[config.mk]
export PLATFORM = sky130hd
export DESIGN_NAME = dbg_match_bank
export DESIGN_NICKNAME = d
export VERILOG_FILES = /design/src/rtl/dbg_match_pkg.sv /design/src/rtl/dbg_match_cfg.sv /design/src/rtl/dbg_match_cmp.sv /design/src/rtl/dbg_match_bank.sv
export SDC_FILE = /design/constraint.sdc
export NUM_CORES = 1
export LEC_CHECK = 0
export BUFFER_PORTS_ARGS = -buffer_cell sky130_fd_sc_hd__buf_2
export CORE_MARGIN = 3
export CORE_UTILIZATION = 64
export CTS_CLUSTER_DIAMETER = 40
export DETAILED_ROUTE_END_ITERATION = 12
export PLACE_DENSITY_LB_ADDON = 0.2
export SYNTH_ARGS = -nofsm -noshare
export SYNTH_HDL_FRONTEND = slang
export SYNTH_SLANG_ARGS = --single-unit
[constraint.sdc]
create_clock -name clk -period 3.6 [get_ports clk]
set_clock_uncertainty 0.15 [all_clocks]
set_input_delay 0.18 -clock clk [delete_from_list [all_inputs] [get_ports clk]]
set_output_delay 0.18 -clock clk [all_outputs]
set_load 0.03 [all_outputs]
[src/rtl/dbg_match_pkg.sv]
package dbg_match_pkg;

    // Event kind presented with each strobe
    typedef enum logic [2:0] {
        EV_FETCH   = 3'd0,
        EV_LD_ADDR = 3'd1,
        EV_ST_ADDR = 3'd2,
        EV_LD_DATA = 3'd3,
        EV_ST_DATA = 3'd4,
        EV_RSV5    = 3'd5,
        EV_RSV6    = 3'd6,
        EV_RSV7    = 3'd7
    } ev_kind_e;

    // Which events a matchpoint watches
    typedef enum logic [2:0] {
        TR_OFF     = 3'd0,
        TR_FETCH   = 3'd1,
        TR_LD_ADDR = 3'd2,
        TR_ST_ADDR = 3'd3,
        TR_LD_DATA = 3'd4,
        TR_ST_DATA = 3'd5,
        TR_LS_ADDR = 3'd6,
        TR_LS_DATA = 3'd7
    } trig_e;

    // Comparison performed
    typedef enum logic [2:0] {
        CD_NONE = 3'd0,
        CD_MASK = 3'd1,
        CD_EQ   = 3'd2,
        CD_NE   = 3'd3,
        CD_LT   = 3'd4,
        CD_LE   = 3'd5,
        CD_GT   = 3'd6,
        CD_GE   = 3'd7
    } cond_e;

    // Control register layout, bit 0 at the bottom
    typedef struct packed {
        logic  sgn;      // bit 7
        cond_e cond;     // bits 6:4
        trig_e trig;     // bits 3:1
        logic  armed;    // bit 0
    } mp_ctrl_t;

    localparam int unsigned CTRL_W = $bits(mp_ctrl_t);

endpackage

[src/rtl/dbg_match_cfg.sv]
module dbg_match_cfg
    import dbg_match_pkg::*;
#(
    parameter int unsigned NUM_MP = 8,
    parameter int unsigned DATA_W = 32,
    localparam int unsigned IDX_W = (NUM_MP > 1) ? $clog2(NUM_MP) : 1,
    localparam int unsigned ADDR_W = IDX_W + 1
) (
    input  logic                             clk,
    input  logic                             rst_n,
    input  logic                             wr_en,
    input  logic [ADDR_W-1:0]                wr_addr,
    input  logic [DATA_W-1:0]                wr_data,
    output logic [NUM_MP-1:0][DATA_W-1:0]    val_o,
    output mp_ctrl_t [NUM_MP-1:0]            ctrl_o
);

    typedef struct packed {
        logic [NUM_MP-1:0][DATA_W-1:0] val;
        mp_ctrl_t [NUM_MP-1:0]         ctrl;
    } cfg_state_t;

    cfg_state_t state_d, state_q;

    logic [IDX_W-1:0] wr_idx;
    logic             wr_ctrl_sel;

    assign wr_idx      = wr_addr[ADDR_W-1:1];
    assign wr_ctrl_sel = wr_addr[0];

    always_comb begin
        state_d = state_q;
        for (int i = 0; i < NUM_MP; i++) begin
            if (wr_en && (wr_idx == IDX_W'(i))) begin
                if (wr_ctrl_sel) begin
                    state_d.ctrl[i] = mp_ctrl_t'(wr_data[CTRL_W-1:0]);
                end else begin
                    state_d.val[i] = wr_data;
                end
            end
        end
    end

    always_ff @(posedge clk or negedge rst_n) begin
        if (!rst_n) begin
            state_q <= '0;
        end else begin
            state_q <= state_d;
        end
    end

    assign val_o  = state_q.val;
    assign ctrl_o = state_q.ctrl;

endmodule

[src/rtl/dbg_match_cmp.sv]
module dbg_match_cmp
    import dbg_match_pkg::*;
#(
    parameter int unsigned DATA_W = 32
) (
    input  mp_ctrl_t            ctrl,
    input  logic [DATA_W-1:0]   value,
    input  logic [2:0]          ev_kind,
    input  logic [DATA_W-1:0]   ev_data,
    output logic                hit
);

    logic     kind_ok;
    logic     cond_ok;
    logic     is_eq;
    logic     is_lt;
    ev_kind_e kind;

    assign kind = ev_kind_e'(ev_kind);

    // Trigger selection against the incoming event kind
    always_comb begin
        unique case (ctrl.trig)
            TR_FETCH:   kind_ok = (kind == EV_FETCH);
            TR_LD_ADDR: kind_ok = (kind == EV_LD_ADDR);
            TR_ST_ADDR: kind_ok = (kind == EV_ST_ADDR);
            TR_LD_DATA: kind_ok = (kind == EV_LD_DATA);
            TR_ST_DATA: kind_ok = (kind == EV_ST_DATA);
            TR_LS_ADDR: kind_ok = (kind == EV_LD_ADDR) || (kind == EV_ST_ADDR);
            TR_LS_DATA: kind_ok = (kind == EV_LD_DATA) || (kind == EV_ST_DATA);
            default:    kind_ok = 1'b0;
        endcase
    end

    // One magnitude comparator serves all four ordering conditions
    always_comb begin
        is_eq = (ev_data == value);
        if (ctrl.sgn) begin
            is_lt = ($signed(ev_data) < $signed(value));
        end else begin
            is_lt = (ev_data < value);
        end
    end

    always_comb begin
        unique case (ctrl.cond)
            CD_MASK: cond_ok = |(ev_data & value);
            CD_EQ:   cond_ok = is_eq;
            CD_NE:   cond_ok = !is_eq;
            CD_LT:   cond_ok = is_lt;
            CD_LE:   cond_ok = is_lt || is_eq;
            CD_GT:   cond_ok = !is_lt && !is_eq;
            CD_GE:   cond_ok = !is_lt;
            default: cond_ok = 1'b0;
        endcase
    end

    assign hit = ctrl.armed && kind_ok && cond_ok;

endmodule

[src/rtl/dbg_match_bank.sv]
module dbg_match_bank
    import dbg_match_pkg::*;
#(
    parameter int unsigned NUM_MP = 8,
    parameter int unsigned DATA_W = 32,
    localparam int unsigned IDX_W = (NUM_MP > 1) ? $clog2(NUM_MP) : 1,
    localparam int unsigned ADDR_W = IDX_W + 1
) (
    input  logic               clk,
    input  logic               rst_n,
    input  logic               cfg_we,
    input  logic [ADDR_W-1:0]  cfg_addr,
    input  logic [DATA_W-1:0]  cfg_wdata,
    input  logic               ev_valid,
    input  logic [2:0]         ev_kind,
    input  logic [DATA_W-1:0]  ev_data,
    output logic [NUM_MP-1:0]  hit_o,
    output logic               any_hit_o
);

    typedef struct packed {
        logic [NUM_MP-1:0] hit;
        logic              any;
    } res_state_t;

    logic [NUM_MP-1:0][DATA_W-1:0] mp_val;
    mp_ctrl_t [NUM_MP-1:0]         mp_ctrl;
    logic [NUM_MP-1:0]             raw_hit;

    res_state_t res_d, res_q;

    dbg_match_cfg #(
        .NUM_MP (NUM_MP),
        .DATA_W (DATA_W)
    ) u_cfg (
        .clk     (clk),
        .rst_n   (rst_n),
        .wr_en   (cfg_we),
        .wr_addr (cfg_addr),
        .wr_data (cfg_wdata),
        .val_o   (mp_val),
        .ctrl_o  (mp_ctrl)
    );

    for (genvar g = 0; g < NUM_MP; g++) begin : g_cmp
        dbg_match_cmp #(
            .DATA_W (DATA_W)
        ) u_cmp (
            .ctrl    (mp_ctrl[g]),
            .value   (mp_val[g]),
            .ev_kind (ev_kind),
            .ev_data (ev_data),
            .hit     (raw_hit[g])
        );
    end

    always_comb begin
        res_d     = '0;
        if (ev_valid) begin
            res_d.hit = raw_hit;
            res_d.any = |raw_hit;
        end
    end

    always_ff @(posedge clk or negedge rst_n) begin
        if (!rst_n) begin
            res_q <= '0;
        end else begin
            res_q <= res_d;
        end
    end

    assign hit_o     = res_q.hit;
    assign any_hit_o = res_q.any;

endmodule

==> qor.yml <==
global_route:
  grt_max_degree: 83
  use_met3: 0.07932
  grt_pass1_vias: 19520
  grt_usage: 0.3672
  overflow: 0
  grtUsageMet2: 0.6127
  antenna_found_initial: 0
  grt.busiest_layer: "met2"
  grt_pass1_wl_um: 109100
  gr-usage-met1: 0.4347
timing:
  hold_viol: 0
  drv_slew: 0
  period_share: 0.9795
  worst_pin_slew_ps: 1053
  finalSetupViolations: 0
  slew_headroom: 0.2979
  setup-tns-final_ps: 0
  fmaxAchievable_ghz: 0.2836
  rsz0062_at_grt: "no"
  fin_crit_ps: 3526
floorplan:
  start_util: 0.6531
  die_area_mm2: 0.03880
  core_mm2: 0.03574
  die_h_um: 197.0
  num_io_pins: 84
  rows: 69
  die-width_um: 197.0
setup_path:
  r2r_slack_ps: 70
  arrival_ps: 3870
  cp-end-kind: "register"
  path_class: "reg2reg"
  start_kind: "register"
  worst-path-max-fanout: 3
  required_ps: 3940
synthesis:
  synthesis.nets: 2900
  synthMuxAreaShare: 0.09605
  yosys_register_bits: 329
  yosys_warnings: 0
  synth-simple-area-share: 0.1150
  synth_area_mm2: 0.02334
  synthAdderAreaFrac: 0.2744
  synth-edff-count: 0
  synth_top_area_frac: 0.3527
  avgSynthCellArea_um2: 10.09
  async_flop_share: 1.000
  synthCells: 2313
  yosysMostFrequentCell: "ha_1"
  ys_types: 65
  synth_top_family_by_area: "adder cells"
  yosysSeqAreaShare: 0.3527
  synth_xor_xnor_area_share: 0.004824
  ys_top_cells_by_count: "ha_1, dfrtp_1, inv_1"
  synth_compound_area_frac: 0.1045
  synth_top_area_cell: "dfrtp_1"
  ys.flop_type: "dfrtp_1"
  synth_area_leaders: "dfrtp_1, ha_1, mux2_2"
clock_tree:
  cts_buffer_depth: 3
  cts.sinks: 329
  cts_tree: "yes"
  postCtsSetupBuffers: 0
  insertion_delay_ps: 610
  htree_levels: 2
  path_clk_slew_ps: 60
  root_buffer: "clkbuf_16"
  numCtsBuffers: 54
route:
  via_count: 18640
  vias_per_cell: 6.197
  routedWlPerCell_um: 23.45
  ant_nets: 0
  drt_iter0_markers: 1231
  routed_wl_um: 70530
  drc: 0
  first_pass_iters: 6
worst_hold_path:
  hold_class: "in2async"
job:
  drv_cap: 0
power_and_ir_drop:
  peakVddDrop_v: 0.0004666
  power_leakage_nw: 13.47
  power_density_mw_per_mm2: 554.9
final_layout:
  fill_cells: 2503
  synthToLayoutAreaGrowth_pct: 15.63
  fin_nets: 3090
  fin_area_mm2: 0.02699
  diodes: 0
  drive_gt1_frac: 0.1857
outcome:
  outcome: "complete, no violations"
placed_design:
  gp_congestion: 1.000
  hpwl_um: 51250
  portBuffers: 83
  placed_cell_area_mm2: 0.02478
critical path: stages, from the launching register on:
cell and delay [ps]:
dfrtp_1 390, ha_1 190, nor4_1 530, buf_4 210, nand4_1 110, buf_4 170, nor4_1 680, buf_4 220
a2111oi_0 100, a21oi_2 230, nand4bb_1 130, o41a_1 320
path summary, 6_finish.rpt:
check | to | depth (start not counted) | from
worst max register to register | any_hit_o | 11 | u_cfg.val_o[69]
worst min register to register | u_cfg.ctrl_o[8] | 1 | u_cfg.ctrl_o[8]
min in group clk | u_cfg.ctrl_o[22] | 5 | cfg_we
worst max-delay path | any_hit_o | 11 | u_cfg.val_o[69]
worst min-delay path | u_cfg.val_o[82] | 2 | rst_n
max in group asynchronous | u_cfg.ctrl_o[31] | 3 | rst_n
cells in the final DEF, fill, tap and decap left out, types with 6 or more instances in the layout:
| master | instances |
|---|---|
| a211oi_1 | 15 |
| a21o_1 | 45 |
| a21oi_1 | 106 |
| a221oi_1 | 10 |
| a32oi_1 | 7 |
| and2_1 | 7 |
| buf_2 | 82 |
| buf_4 | 71 |
| bufinv_16 | 6 |
| clkbuf_16 | 54 |
| clkinv_2 | 9 |
| clkinv_4 | 7 |
| clkinvlp_4 | 10 |
| dfrtp_1 | 329 |
| dlygate4sd3_1 | 34 |
| ha_1 | 512 |
| inv_1 | 268 |
| inv_6 | 6 |
| mux2_2 | 192 |
| mux2i_1 | 8 |
| nand2_1 | 202 |
| nand2b_1 | 12 |
| nand3_1 | 35 |
| nand4_1 | 59 |
| nor2_1 | 49 |
| nor2b_1 | 19 |
| nor3_1 | 13 |
| nor3b_1 | 7 |
| nor4_1 | 71 |
| o21ai_0 | 172 |
| o31ai_1 | 6 |
| or3_1 | 10 |
| or4_1 | 7 |
| xnor2_1 | 7 |
registers in the layout, summed over array words and instances (netlist names):
name	count
u_cfg.val_o	256
any_hit_o	1
u_cfg.ctrl_o	64
hit_o	8
layout make-up:
type | instances | area (um2) | area share
inverters | 268 | 1006 | 0.03727
flip-flops and latches | 329 | 8233 | 0.3050
well taps | 461 | 576.8 | 0.02137
multi-input cells | 1658 | 13940 | 0.5165
clock inverters | 39 | 430.4 | 0.01595
repair buffers | 192 | 1379 | 0.05108
clock buffers | 61 | 1428 | 0.05289
layer usage:
layer | vias up | share of wire
li1 | 8493 | -
met1 | 9181 | 0.39
met2 | 712 | 0.47
met3 | 256 | 0.072
met4 | 0 | 0.070
met5 | - | 0
cell families after synthesis:
logic type      after synthesis
xor+xnor                     12
flops                       329
fa+ha+maj                   512
mux                         200
compound gates              408
buf+inv                     326
simple gates                526
power breakdown:
group / internal [W] / switching (W)
sequential: 0.00456 / 0.000698
combinational: 0.00189 / 0.00251
clock: 0.00330 / 0.00201
total: 0.00976 / 0.00522
metrics by stage:
stage                     total power [W]    util  hold WS, ps  worst slack (ps)  std cells
final                             0.01498  0.7552        2.608             73.72       3008
after global routing              0.01578  0.7552        47.32             10.70       3008
after CTS                         0.01494  0.7549        9.562             141.4       3008
after detailed placement         0.009559  0.6934        43.59             21.74       2874
after global placement           0.009288  0.6934        41.86             46.74       2874
after floorplan                  0.007817       -       -265.6             773.0       2313
repair_timing:
item | in CTS | in global routing
setup endpoints to repair | 0 | 1
hold endpoints to repair | 527 | 0
gates resized for setup | 0 | 2
hold buffers | 34 | 0
Note: power is estimated with default switching activity, not from simulation.
